File: src/rtl/irq_redir_pkg.sv
package irq_redir_pkg;

    // Writable fields of one routing entry (status bits live in the pin slice)
    typedef struct packed {
        logic [7:0] dest;
        logic       mask;
        logic       trig;    // 1 = level
        logic       pol;     // 1 = active low
        logic       dlog;    // 1 = logical destination
        logic [2:0] dmode;
        logic [7:0] vector;
    } entry_cfg_t;

    localparam logic [7:0] ADDR_SEL = 8'h00;
    localparam logic [7:0] ADDR_WIN = 8'h10;

    localparam logic [7:0] IDX_ID   = 8'h00;
    localparam logic [7:0] IDX_VER  = 8'h01;
    localparam logic [7:0] IDX_ARB  = 8'h02;
    localparam logic [7:0] IDX_TBL  = 8'h10;

endpackage

File: src/rtl/irq_pin_slice.sv
module irq_pin_slice
    import irq_redir_pkg::*;
(
    input  logic       clk,
    input  logic       rst_n,
    input  logic       pin_in,
    input  entry_cfg_t cfg,
    input  logic       grant_ack,
    input  logic       eoi_valid,
    input  logic [7:0] eoi_vector,
    output logic       req_line,
    output logic       dstat,
    output logic       rirr
);

    typedef struct packed {
        logic prev_act;
        logic pending;
        logic rirr;
    } slice_state_t;

    slice_state_t st_d, st_q;
    logic active;
    logic unused_fields;

    assign unused_fields = ^{cfg.dest, cfg.dmode, cfg.dlog};

    always_comb begin
        st_d     = st_q;
        active   = pin_in ^ cfg.pol;
        st_d.prev_act = active;
        req_line = 1'b0;
        if (cfg.trig) begin
            st_d.pending = 1'b0;
            req_line     = active && !st_q.rirr && !cfg.mask;
        end else begin
            if (grant_ack)
                st_d.pending = 1'b0;
            if (active && !st_q.prev_act && !cfg.mask)
                st_d.pending = 1'b1;
            req_line = st_q.pending && !cfg.mask;
        end
        if (eoi_valid && cfg.trig && (eoi_vector == cfg.vector))
            st_d.rirr = 1'b0;
        if (grant_ack && cfg.trig)
            st_d.rirr = 1'b1;
        dstat = req_line;
        rirr  = st_q.rirr;
    end

    always_ff @(posedge clk or negedge rst_n) begin
        if (!rst_n) st_q <= '0;
        else        st_q <= st_d;
    end


    rirr_set_chk: assert property (@(posedge clk) disable iff (!rst_n)
        $rose(st_q.rirr) |-> $past(grant_ack));


    rirr_clr_chk: assert property (@(posedge clk) disable iff (!rst_n)
        $fell(st_q.rirr) |-> $past(eoi_valid));

endmodule

File: src/rtl/irq_window_regs.sv
module irq_window_regs
    import irq_redir_pkg::*;
#(
    parameter int         NPINS   = 24,
    parameter logic [7:0] VERSION = 8'h11
) (
    input  logic                   clk,
    input  logic                   rst_n,
    input  logic [7:0]             bus_addr,
    input  logic                   bus_wr,
    input  logic [31:0]            bus_wdata,
    output logic [31:0]            bus_rdata,
    input  logic [NPINS-1:0]       dstat,
    input  logic [NPINS-1:0]       rirr,
    output entry_cfg_t [NPINS-1:0] cfg
);

    localparam int         IW      = (NPINS > 1) ? $clog2(NPINS) : 1;
    localparam logic [7:0] TBL_END = 8'(16 + 2 * NPINS);
    localparam logic [31:0] VER_WORD = {8'h00, 8'(NPINS - 1), 8'h00, VERSION};

    typedef struct packed {
        logic [7:0]             sel;
        logic [3:0]             id;
        entry_cfg_t [NPINS-1:0] cfg;
    } win_state_t;

    win_state_t      st_d, st_q;
    logic            in_tbl;
    logic            hi_half;
    logic [IW-1:0]   ent;
    logic [31:0]     win_rd;
    logic            unused_wbits;

    assign unused_wbits = ^{bus_wdata[23:17], bus_wdata[14], bus_wdata[12]};

    always_comb begin
        st_d    = st_q;
        in_tbl  = (st_q.sel >= IDX_TBL) && (st_q.sel < TBL_END);
        hi_half = st_q.sel[0];
        ent     = IW'(st_q.sel[7:1] - 7'h08);
        win_rd  = '0;
        if (in_tbl) begin
            if (hi_half)
                win_rd = {st_q.cfg[ent].dest, 24'h0};
            else
                win_rd = {15'h0, st_q.cfg[ent].mask, st_q.cfg[ent].trig, rirr[ent],
                          st_q.cfg[ent].pol, dstat[ent], st_q.cfg[ent].dlog,
                          st_q.cfg[ent].dmode, st_q.cfg[ent].vector};
        end else begin
            case (st_q.sel)
                IDX_ID, IDX_ARB: win_rd = {4'h0, st_q.id, 24'h0};
                IDX_VER:         win_rd = VER_WORD;
                default:         win_rd = '0;
            endcase
        end

        if (bus_wr && bus_addr == ADDR_SEL) begin
            st_d.sel = bus_wdata[7:0];
        end else if (bus_wr && bus_addr == ADDR_WIN) begin
            if (in_tbl) begin
                if (hi_half) begin
                    st_d.cfg[ent].dest = bus_wdata[31:24];
                end else begin
                    st_d.cfg[ent].vector = bus_wdata[7:0];
                    st_d.cfg[ent].dmode  = bus_wdata[10:8];
                    st_d.cfg[ent].dlog   = bus_wdata[11];
                    st_d.cfg[ent].pol    = bus_wdata[13];
                    st_d.cfg[ent].trig   = bus_wdata[15];
                    st_d.cfg[ent].mask   = bus_wdata[16];
                end
            end else if (st_q.sel == IDX_ID) begin
                st_d.id = bus_wdata[27:24];
            end
        end

        case (bus_addr)
            ADDR_SEL: bus_rdata = {24'h0, st_q.sel};
            ADDR_WIN: bus_rdata = win_rd;
            default:  bus_rdata = '0;
        endcase
    end

    always_ff @(posedge clk or negedge rst_n) begin
        if (!rst_n) begin
            st_q <= '0;
            for (int i = 0; i < NPINS; i++)
                st_q.cfg[i].mask <= 1'b1;
        end else begin
            st_q <= st_d;
        end
    end

    assign cfg = st_q.cfg;


    lo_write_chk: assert property (@(posedge clk) disable iff (!rst_n)
        (bus_wr && bus_addr == ADDR_WIN && in_tbl && !hi_half) |=>
        (st_q.cfg[$past(ent)].vector == $past(bus_wdata[7:0]) &&
         st_q.cfg[$past(ent)].dest == $past(st_q.cfg[ent].dest)));

endmodule

File: src/rtl/irq_grant_arb.sv
module irq_grant_arb
    import irq_redir_pkg::*;
#(
    parameter int NPINS = 24
) (
    input  logic                   clk,
    input  logic                   rst_n,
    input  logic [NPINS-1:0]       req_lines,
    input  entry_cfg_t [NPINS-1:0] cfg,
    input  logic                   req_accept,
    output logic                   req_valid,
    output logic [7:0]             req_vector,
    output logic [2:0]             req_dmode,
    output logic                   req_dlogical,
    output logic [7:0]             req_dest,
    output logic [NPINS-1:0]       ack
);

    localparam int IW = (NPINS > 1) ? $clog2(NPINS) : 1;

    typedef struct packed {
        logic          valid;
        logic [IW-1:0] pin;
        logic [7:0]    vector;
        logic [2:0]    dmode;
        logic          dlog;
        logic [7:0]    dest;
    } arb_state_t;

    arb_state_t    st_d, st_q;
    logic          found;
    logic [IW-1:0] pick;
    logic          unused_cfg;

    always_comb begin
        logic acc;
        acc = 1'b0;
        for (int i = 0; i < NPINS; i++)
            acc = acc ^ cfg[i].mask ^ cfg[i].trig ^ cfg[i].pol;
        unused_cfg = acc;
    end

    always_comb begin
        found = 1'b0;
        pick  = '0;
        for (int i = NPINS - 1; i >= 0; i--) begin
            if (req_lines[i]) begin
                found = 1'b1;
                pick  = IW'(i);
            end
        end

        st_d = st_q;
        ack  = '0;
        if (st_q.valid) begin
            if (req_accept) begin
                st_d.valid   = 1'b0;
                ack[st_q.pin] = 1'b1;
            end
        end else if (found) begin
            st_d.valid  = 1'b1;
            st_d.pin    = pick;
            st_d.vector = cfg[pick].vector;
            st_d.dmode  = cfg[pick].dmode;
            st_d.dlog   = cfg[pick].dlog;
            st_d.dest   = cfg[pick].dest;
        end
    end

    always_ff @(posedge clk or negedge rst_n) begin
        if (!rst_n) st_q <= '0;
        else        st_q <= st_d;
    end

    assign req_valid    = st_q.valid;
    assign req_vector   = st_q.vector;
    assign req_dmode    = st_q.dmode;
    assign req_dlogical = st_q.dlog;
    assign req_dest     = st_q.dest;


    hold_chk: assert property (@(posedge clk) disable iff (!rst_n)
        (st_q.valid && !req_accept) |=>
        (st_q.valid && $stable(st_q.vector) && $stable(st_q.pin) && $stable(st_q.dest)));


    priority_chk: assert property (@(posedge clk) disable iff (!rst_n)
        $rose(st_q.valid) |->
        (($past(req_lines) & (NPINS'(1) << st_q.pin)) != '0 &&
         ($past(req_lines) & ((NPINS'(1) << st_q.pin) - NPINS'(1))) == '0));

endmodule

File: src/rtl/irq_redirect_unit.sv
module irq_redirect_unit
    import irq_redir_pkg::*;
#(
    parameter int         NPINS   = 24,
    parameter logic [7:0] VERSION = 8'h11
) (
    input  logic             clk,
    input  logic             rst_n,
    input  logic [7:0]       bus_addr,
    input  logic             bus_wr,
    input  logic [31:0]      bus_wdata,
    output logic [31:0]      bus_rdata,
    input  logic [NPINS-1:0] irq_pins,
    output logic             req_valid,
    input  logic             req_accept,
    output logic [7:0]       req_vector,
    output logic [2:0]       req_dmode,
    output logic             req_dlogical,
    output logic [7:0]       req_dest,
    input  logic             eoi_valid,
    input  logic [7:0]       eoi_vector
);

    entry_cfg_t [NPINS-1:0] cfg;
    logic [NPINS-1:0] req_lines, dstat, rirr, ack;

    irq_window_regs #(.NPINS(NPINS), .VERSION(VERSION)) u_regs (
        .clk(clk), .rst_n(rst_n), .bus_addr(bus_addr), .bus_wr(bus_wr),
        .bus_wdata(bus_wdata), .bus_rdata(bus_rdata),
        .dstat(dstat), .rirr(rirr), .cfg(cfg)
    );

    for (genvar g = 0; g < NPINS; g++) begin : g_pin
        irq_pin_slice u_slice (
            .clk(clk), .rst_n(rst_n), .pin_in(irq_pins[g]), .cfg(cfg[g]),
            .grant_ack(ack[g]), .eoi_valid(eoi_valid), .eoi_vector(eoi_vector),
            .req_line(req_lines[g]), .dstat(dstat[g]), .rirr(rirr[g])
        );
    end

    irq_grant_arb #(.NPINS(NPINS)) u_arb (
        .clk(clk), .rst_n(rst_n), .req_lines(req_lines), .cfg(cfg),
        .req_accept(req_accept), .req_valid(req_valid), .req_vector(req_vector),
        .req_dmode(req_dmode), .req_dlogical(req_dlogical), .req_dest(req_dest),
        .ack(ack)
    );

endmodule

File: config.mk
export PLATFORM = sky130hd
export DESIGN_NAME = irq_redirect_unit
export DESIGN_NICKNAME = d
export VERILOG_FILES = /design/src/rtl/irq_redir_pkg.sv /design/src/rtl/irq_pin_slice.sv /design/src/rtl/irq_window_regs.sv /design/src/rtl/irq_grant_arb.sv /design/src/rtl/irq_redirect_unit.sv
export SDC_FILE = /design/constraint.sdc
export NUM_CORES = 2
export LEC_CHECK = 0
export BUFFER_PORTS_ARGS = -buffer_cell sky130_fd_sc_hd__buf_2
export CAP_MARGIN = 20
export CORE_ASPECT_RATIO = 0.9
export CORE_UTILIZATION = 49
export DETAILED_ROUTE_END_ITERATION = 12
export GPL_TIMING_DRIVEN = 0
export PLACE_DENSITY = 0.72
export RECOVER_POWER = 25
export SLEW_MARGIN = 5
export SYNTH_ARGS = -nofsm -noshare
export SYNTH_HDL_FRONTEND = slang
export SYNTH_HIERARCHICAL = 1
export SYNTH_SLANG_ARGS = --single-unit
File: constraint.sdc
create_clock -name clk -period 3.6 [get_ports clk]
set_input_delay 0.18 -clock clk [delete_from_list [all_inputs] [get_ports clk]]
set_output_delay 0.18 -clock clk [all_outputs]
set_load 0.01 [all_outputs]
Word-level counts from Yosys, hierarchy flattened
Cells that the tools add are included.
Word-level totals
  register bits after elaboration: 662
  bits in latches: 0
  bits in writable memories: 0
  bits in read-only memories: 0
  input bits: 77
  output and inout port bits: 53
  logic and storage cells: 866
  memories: 0
Cells by class
  add/sub/neg operators: 1
  multiply operators: 0
  divide/modulo/power cells: 0
  order comparisons: 7
  equal/unequal tests: 27
  shift operators: 0
  mux-type cells: 233
  bitwise gates (word level): 27
  reduce and logical (&&, ||, !) cells: 323
Operator list (count)
  bitwise mux 552 bit: 7
  demux 23 bit (select 5 bit): 7
  two-way mux 552 bit: 1
  binary-select mux 23 bit (select 5 bit): 2
  logical AND 1 bit: 197
  equality test 8 bit: 24
  two-way mux 1 bit: 173
  two-way mux 5 bit: 24
  logical NOT 1 bit: 72
  nonzero test 3 bit: 24
  two-way mux 23 bit: 3
  two-way mux 32 bit: 2
  case mux 32 bit (2 select lines): 1
  case mux 28 bit (2 select lines): 1
  two-way mux 24 bit: 2
  nonzero test 2 bit: 24
  two-way mux 26 bit: 1
  bitwise XOR 1 bit: 24
  less-than comparator 5 x 6 -> 1 bit, second input constant: 3
  logical NOT 8 bit: 2
  two-way mux 15 bit: 1
  two-way mux 14 bit: 1
  two-way mux 13 bit: 1
  two-way mux 12 bit: 1
  16 further kinds: 20

Logic depth before layout (Yosys ltp)
  depth after elaboration: 32
  gate-level depth with buffers: 17
  mapped depth without buffers: 12

By module
Netlist, hierarchy kept.
By module, submodules not included
  irq_window_regs: instances 1, cells each 2330, area an instance 31041.0 um2, seq. area each 14143.6 um2
  irq_grant_arb: instances 1, cells each 858, area an instance 5992.0 um2, seq. area each 650.6 um2
  irq_pin_slice: instances 24, cells each 27, area an instance 231.5 um2, seq. area each 75.1 um2

Worst setup path after synthesis
No wires, ideal clock.
  path type: flip-flop to output port
  from: register u_regs/st_q[560] (netlist name)
  to: output port bus_rdata[3]
  data arrival time: 2.909 ns
  data required time: 3.420 ns
  path slack: 0.511 ns
  stages on the path, launching flop included: 10
  buffers on the path: 2
  cells stage by stage: dfrtp_1 > clkbuf_1 > clkinv_1 > clkbuf_1 > ha_1 > clkinv_1 > a32o_1 > or4_1 > nor4_1 > o22a_1
On the way
  word-level cells in the longest chain between the ends: 6
  elaborated cells between the ends (all ways): 9
  those cells by class: add/sub: 1; order compare: 2; mux: 5; reduce/logical: 1
RTL lines
  from (decl): line irq_window_regs.sv:28  | win_state_t st_d, st_q;
  from (signal assigned): line irq_window_regs.sv:90  | st_q <= st_d;
  subtractor 5 x 4 -> 5 bit: line irq_window_regs.sv:41  | ent = IW'(st_q.sel[7:1] - 7'h08);
  binary-select mux 23 bit (select 5 bit): line irq_window_regs.sv:49  | st_q.cfg[ent].dmode, st_q.cfg[ent].vector};
  two-way mux 23 bit
  two-way mux 32 bit: line irq_window_regs.sv:44  | if (hi_half)
  two-way mux 32 bit *: line irq_window_regs.sv:43  | if (in_tbl) begin
  case mux 32 bit (2 select lines) *: line irq_window_regs.sv:77  | case (bus_addr)
  to (decl): line irq_redirect_unit.sv:12  | output logic [31:0] bus_rdata,
Every way passes the cells marked *; elsewhere a longest branch is shown, timed or not. The select of a mux whose other input is x is not followed.

Final worst setup path
  from: register u_regs/cfg[449] (netlist name)
  to: register u_arb.st_q, in the netlist u_arb/req_vector[4]
On the way
  word-level cells in the longest chain between the ends: 26
  elaborated cells between the ends (all ways): 47
  those cells by class: mux: 43; bitwise: 1; reduce/logical: 3
RTL lines
  bitwise XOR 1 bit *: line irq_pin_slice.sv:30  | active = pin_in ^ cfg.pol;
  logical AND 1 bit * (2 in series): line irq_pin_slice.sv:35  | req_line = active && !st_q.rirr && !cfg.mask;
  two-way mux 1 bit *: line irq_pin_slice.sv:33  | if (cfg.trig) begin
  named net dstat[19]: line irq_redirect_unit.sv:25  | logic [NPINS-1:0] req_lines, dstat, rirr, ack;
  two-way mux 5 bit (20 in series): line irq_grant_arb.sv:47  | if (req_lines[i]) begin
  binary-select mux 23 bit (select 5 bit): line irq_grant_arb.sv:63  | st_d.vector = cfg[pick].vector;
  two-way mux 23 bit (implied by the code): line irq_grant_arb.sv:63
  to (signal assigned): line irq_grant_arb.sv:72  | else st_q <= st_d;
  to (decl): line irq_grant_arb.sv:30  | arb_state_t st_d, st_q;
Mark *: on every way through the listed nets, which the timed path passes. The rest lies on a longest branch. The select of a mux whose other input is x is not followed.
A chain may end at the register's enable or synchronous reset.

==> impl_metrics.json <==
{
  "die_area_um2": 88100,
  "cts_tree": "yes",
  "skew_ns": 0.0370,
  "cts_max_level": 3,
  "grtUsageTotal_pct": 39.9,
  "maxSlewHeadroom_pct": 11.2,
  "insertion_delay_ns": 0.65,
  "p_per_area_nw_per_um2": 369,
  "setup_viol": 24,
  "dp_cells": 5123,
  "synth_edf_count": 0,
  "finalWirelength_um": 178000,
  "rows": 102,
  "syn_avg_cell_area_um2": 11.1,
  "drv_cap": 0,
  "first_iter_violations": 4602,
  "ys_ff_latch": 662,
  "die_x_um": 313,
  "grt_first_pass_wirelength_um": 247000,
  "ys_warn_count": 6,
  "violations": "negative setup slack",
  "yosysSeqAreaShare_pct": 39.0,
  "clockRootBuffer": "clkbuf_16",
  "hold_violations": 0,
  "yosys-top-cells-area": "dfrtp_1 37%, mux2_2 15%, buf_4 11%",
  "gp_congestion": 1.09,
  "ir_worst_vdd_mv": 0.331,
  "syn2layout_area_growth_pct": 21.2,
  "drcViolationCount": 0,
  "grt_pass1_vias": 33100,
  "rsz0062_at_grt": "yes",
  "worstPathRequired_ns": 4.16,
  "drtAntennaViolNets": 0,
  "fin_cells": 5406,
  "grt_start_max_net_pins": 114,
  "numCtsBuffers": 77,
  "antenna_found_initial": 9,
  "pre_cts_ws_ns": -2.74,
  "p_leak_nw": 23.1,
  "nFillCells": 6976,
  "synth.top_cell.area_share_pct": 37.5,
  "ys_async_sr_fraction_pct": 100,
  "fmax_ghz": 0.262,
  "synth_ff_type": "dfrtp_1",
  "critPathMaxFanout": 8,
  "drv_slew": 0,
  "ys_types": 83,
  "status": "finished, violations left",
  "end_kind": "flop",
  "grt.overflow.total": 0,
  "worst_pin_slew_ns": 1.33,
  "synth_commonest_cells": "638 x dfrtp_1, 610 x buf_4, 557 x mux2_2",
  "cp.arrival_ns": 4.38,
  "clock-sinks": 662,
  "avgRoutedWirePerCell_um": 32.9,
  "holdWs_ns": 0.0616,
  "initial_utilization_pct": 49.5,
  "fin_ws_ns": -0.215,
  "post-route-min-period_ns": 3.81,
  "synth.most_common_cell": "dfrtp_1",
  "via_per_inst": 6.31,
  "fin_crit_sh_pct": 106,
  "final_core_util_pct": 60.0,
  "start_kind": "flop",
  "core_region_area_um2": 86000,
  "p_total_mw": 19.0,
  "io_buffers": 115,
  "ioPinCount": 130,
  "cts_buffer_depth": 3,
  "die_h_um": 282,
  "critPathKind": "flop to flop",
  "firstDrtPassIters": 8,
  "synth.cell_area_um2": 42600,
  "drive_above_1_share_pct": 48.9,
  "clk_pin_slew_ns": 0.06,
  "layout.nets": 4283,
  "hpwl_um": 129000,
  "synth_top_area_cell": "dfrtp_1",
  "syn_inst": 3836,
  "num_vias": 34100,
  "min_path_type": "input pin to asynchronous set/reset pin"
}
[path summary, 6_finish.rpt]
path / from / to / slack, ns / depth (start not counted)
setup / recovery: u_regs/cfg[449] / u_arb/req_vector[4] / -0.21 / 16
hold / removal: rst_n / u_regs/cfg[273] / 0.06 / 2
setup reg to reg: u_regs/cfg[449] / u_arb/req_vector[4] / -0.21 / 16
hold reg to reg: u_regs/st_q[555] / u_regs/st_q[555] / 0.51 / 1
max in group asynchronous: rst_n / u_regs/st_q[560] / 2.00 / 4
min in group clk: eoi_valid / g_pin[19].u_slice/rirr / 0.14 / 4
[cells by family after synthesis]
| kind of cell | after synthesis | synth area share [%] |
|---|---|---|
| AOI/OAI and AO/OA | 378 | 6.48 |
| xor gates and xnor gates | 216 | 4.44 |
| adders and majority gates | 4 | 0.118 |
| buffers and inverters | 860 | 13.5 |
| DFF | 662 | 39.0 |
| muxes | 906 | 26.8 |
| other | 1 | 0.00881 |
| and+or+nand+nor | 809 | 9.62 |
[cell usage in the layout, fill, tap and decap left out, types with 49 or more instances in the layout]
master,n
buf_4,680
dfrtp_1,637
mux2_2,557
nand2_1,279
xnor2_1,200
mux2i_1,189
nor2_1,135
mux4_2,131
buf_2,123
clkbuf_16,84
a21oi_1,78
nand3_1,75
buf_6,74
clkbuf_1,71
inv_1,51
dlygate4sd3_1,49
[state kept, by name, summed over array words and instances, names as in the netlist]
signal and cells:
u_arb/req_vector 8, u_arb/req_dest 8, g_pin.u_slice/st_q 48, u_arb/req_dlogical 1, u_regs/hi_half 1, u_regs/cfg 552, u_arb/req_valid 1, u_regs/st_q 11
g_pin.u_slice/rirr 24, u_arb/st_q 5, u_arb/req_dmode 3
[stage by stage]
stage / area (µm²) / TNS, ns
global placement: 44600 / -8509.67
finish: 51600 / -1.43
detailed placement: 45000 / -640.59
floorplan: 42600 / 0
global route: 51600 / -1.87
CTS: 50200 / -0.127
[power by group]
| group | total [mW] | internal, mW | switching, mW |
|---|---|---|---|
| registers | 7.56 | 7.51 | 0.0566 |
| clock network | 8.13 | 4.75 | 3.38 |
| logic | 3.35 | 1.11 | 2.24 |
[area by class of cell]
type                       count  area (µm²)  share of cell area [%]
buffer                       798        6380                    12.4
tap                         1144        1430                    2.77
multi-input combinational   2319       21900                    42.4
sequential                   662       16600                    32.2
clock inverter                18         313                   0.606
timing repair buffer         290        2550                    4.94
antenna                        3        7.51                  0.0145
inverter                      54         228                   0.441
clock buffer                 118        2240                    4.35
[what timing repair did]
action | in CTS | in global routing
endpoints found under the setup margin | 593 | 71
endpoints found under the hold margin | 401 | 0
setup buffers | 48 | 51
cloned | 2 | 3
resized for setup | 419 | 208
pin swaps | 45 | 77
hold buffers | 49 | 0
[per-layer routing]
metal,part of all wire [%],vias to the layer above,track usage (%)
met4,6.7,12,21.9
met2,41,2418,55.4
li1,-,13800,-
met1,39,17300,52.7
met5,0.11,-,0
met3,14,599,16.2
[critical path, cell delays in order (launching register included)]
cell and delay, ns:
dfrtp_1 0.40, buf_6 0.14, xnor2_4 0.12, nor2_1 0.12, mux2i_1 0.09, nor2_2 0.21
buf_6 0.15, inv_2 0.05, a221oi_4 0.35, o211ai_4 0.21, a211o_4 0.42, buf_12 0.17
buf_16 0.18, mux2i_4 0.19, a211oi_4 0.51, a31oi_4 0.14, a31oi_1 0.21
Note: power is estimated with default switching activity, not from simulation.
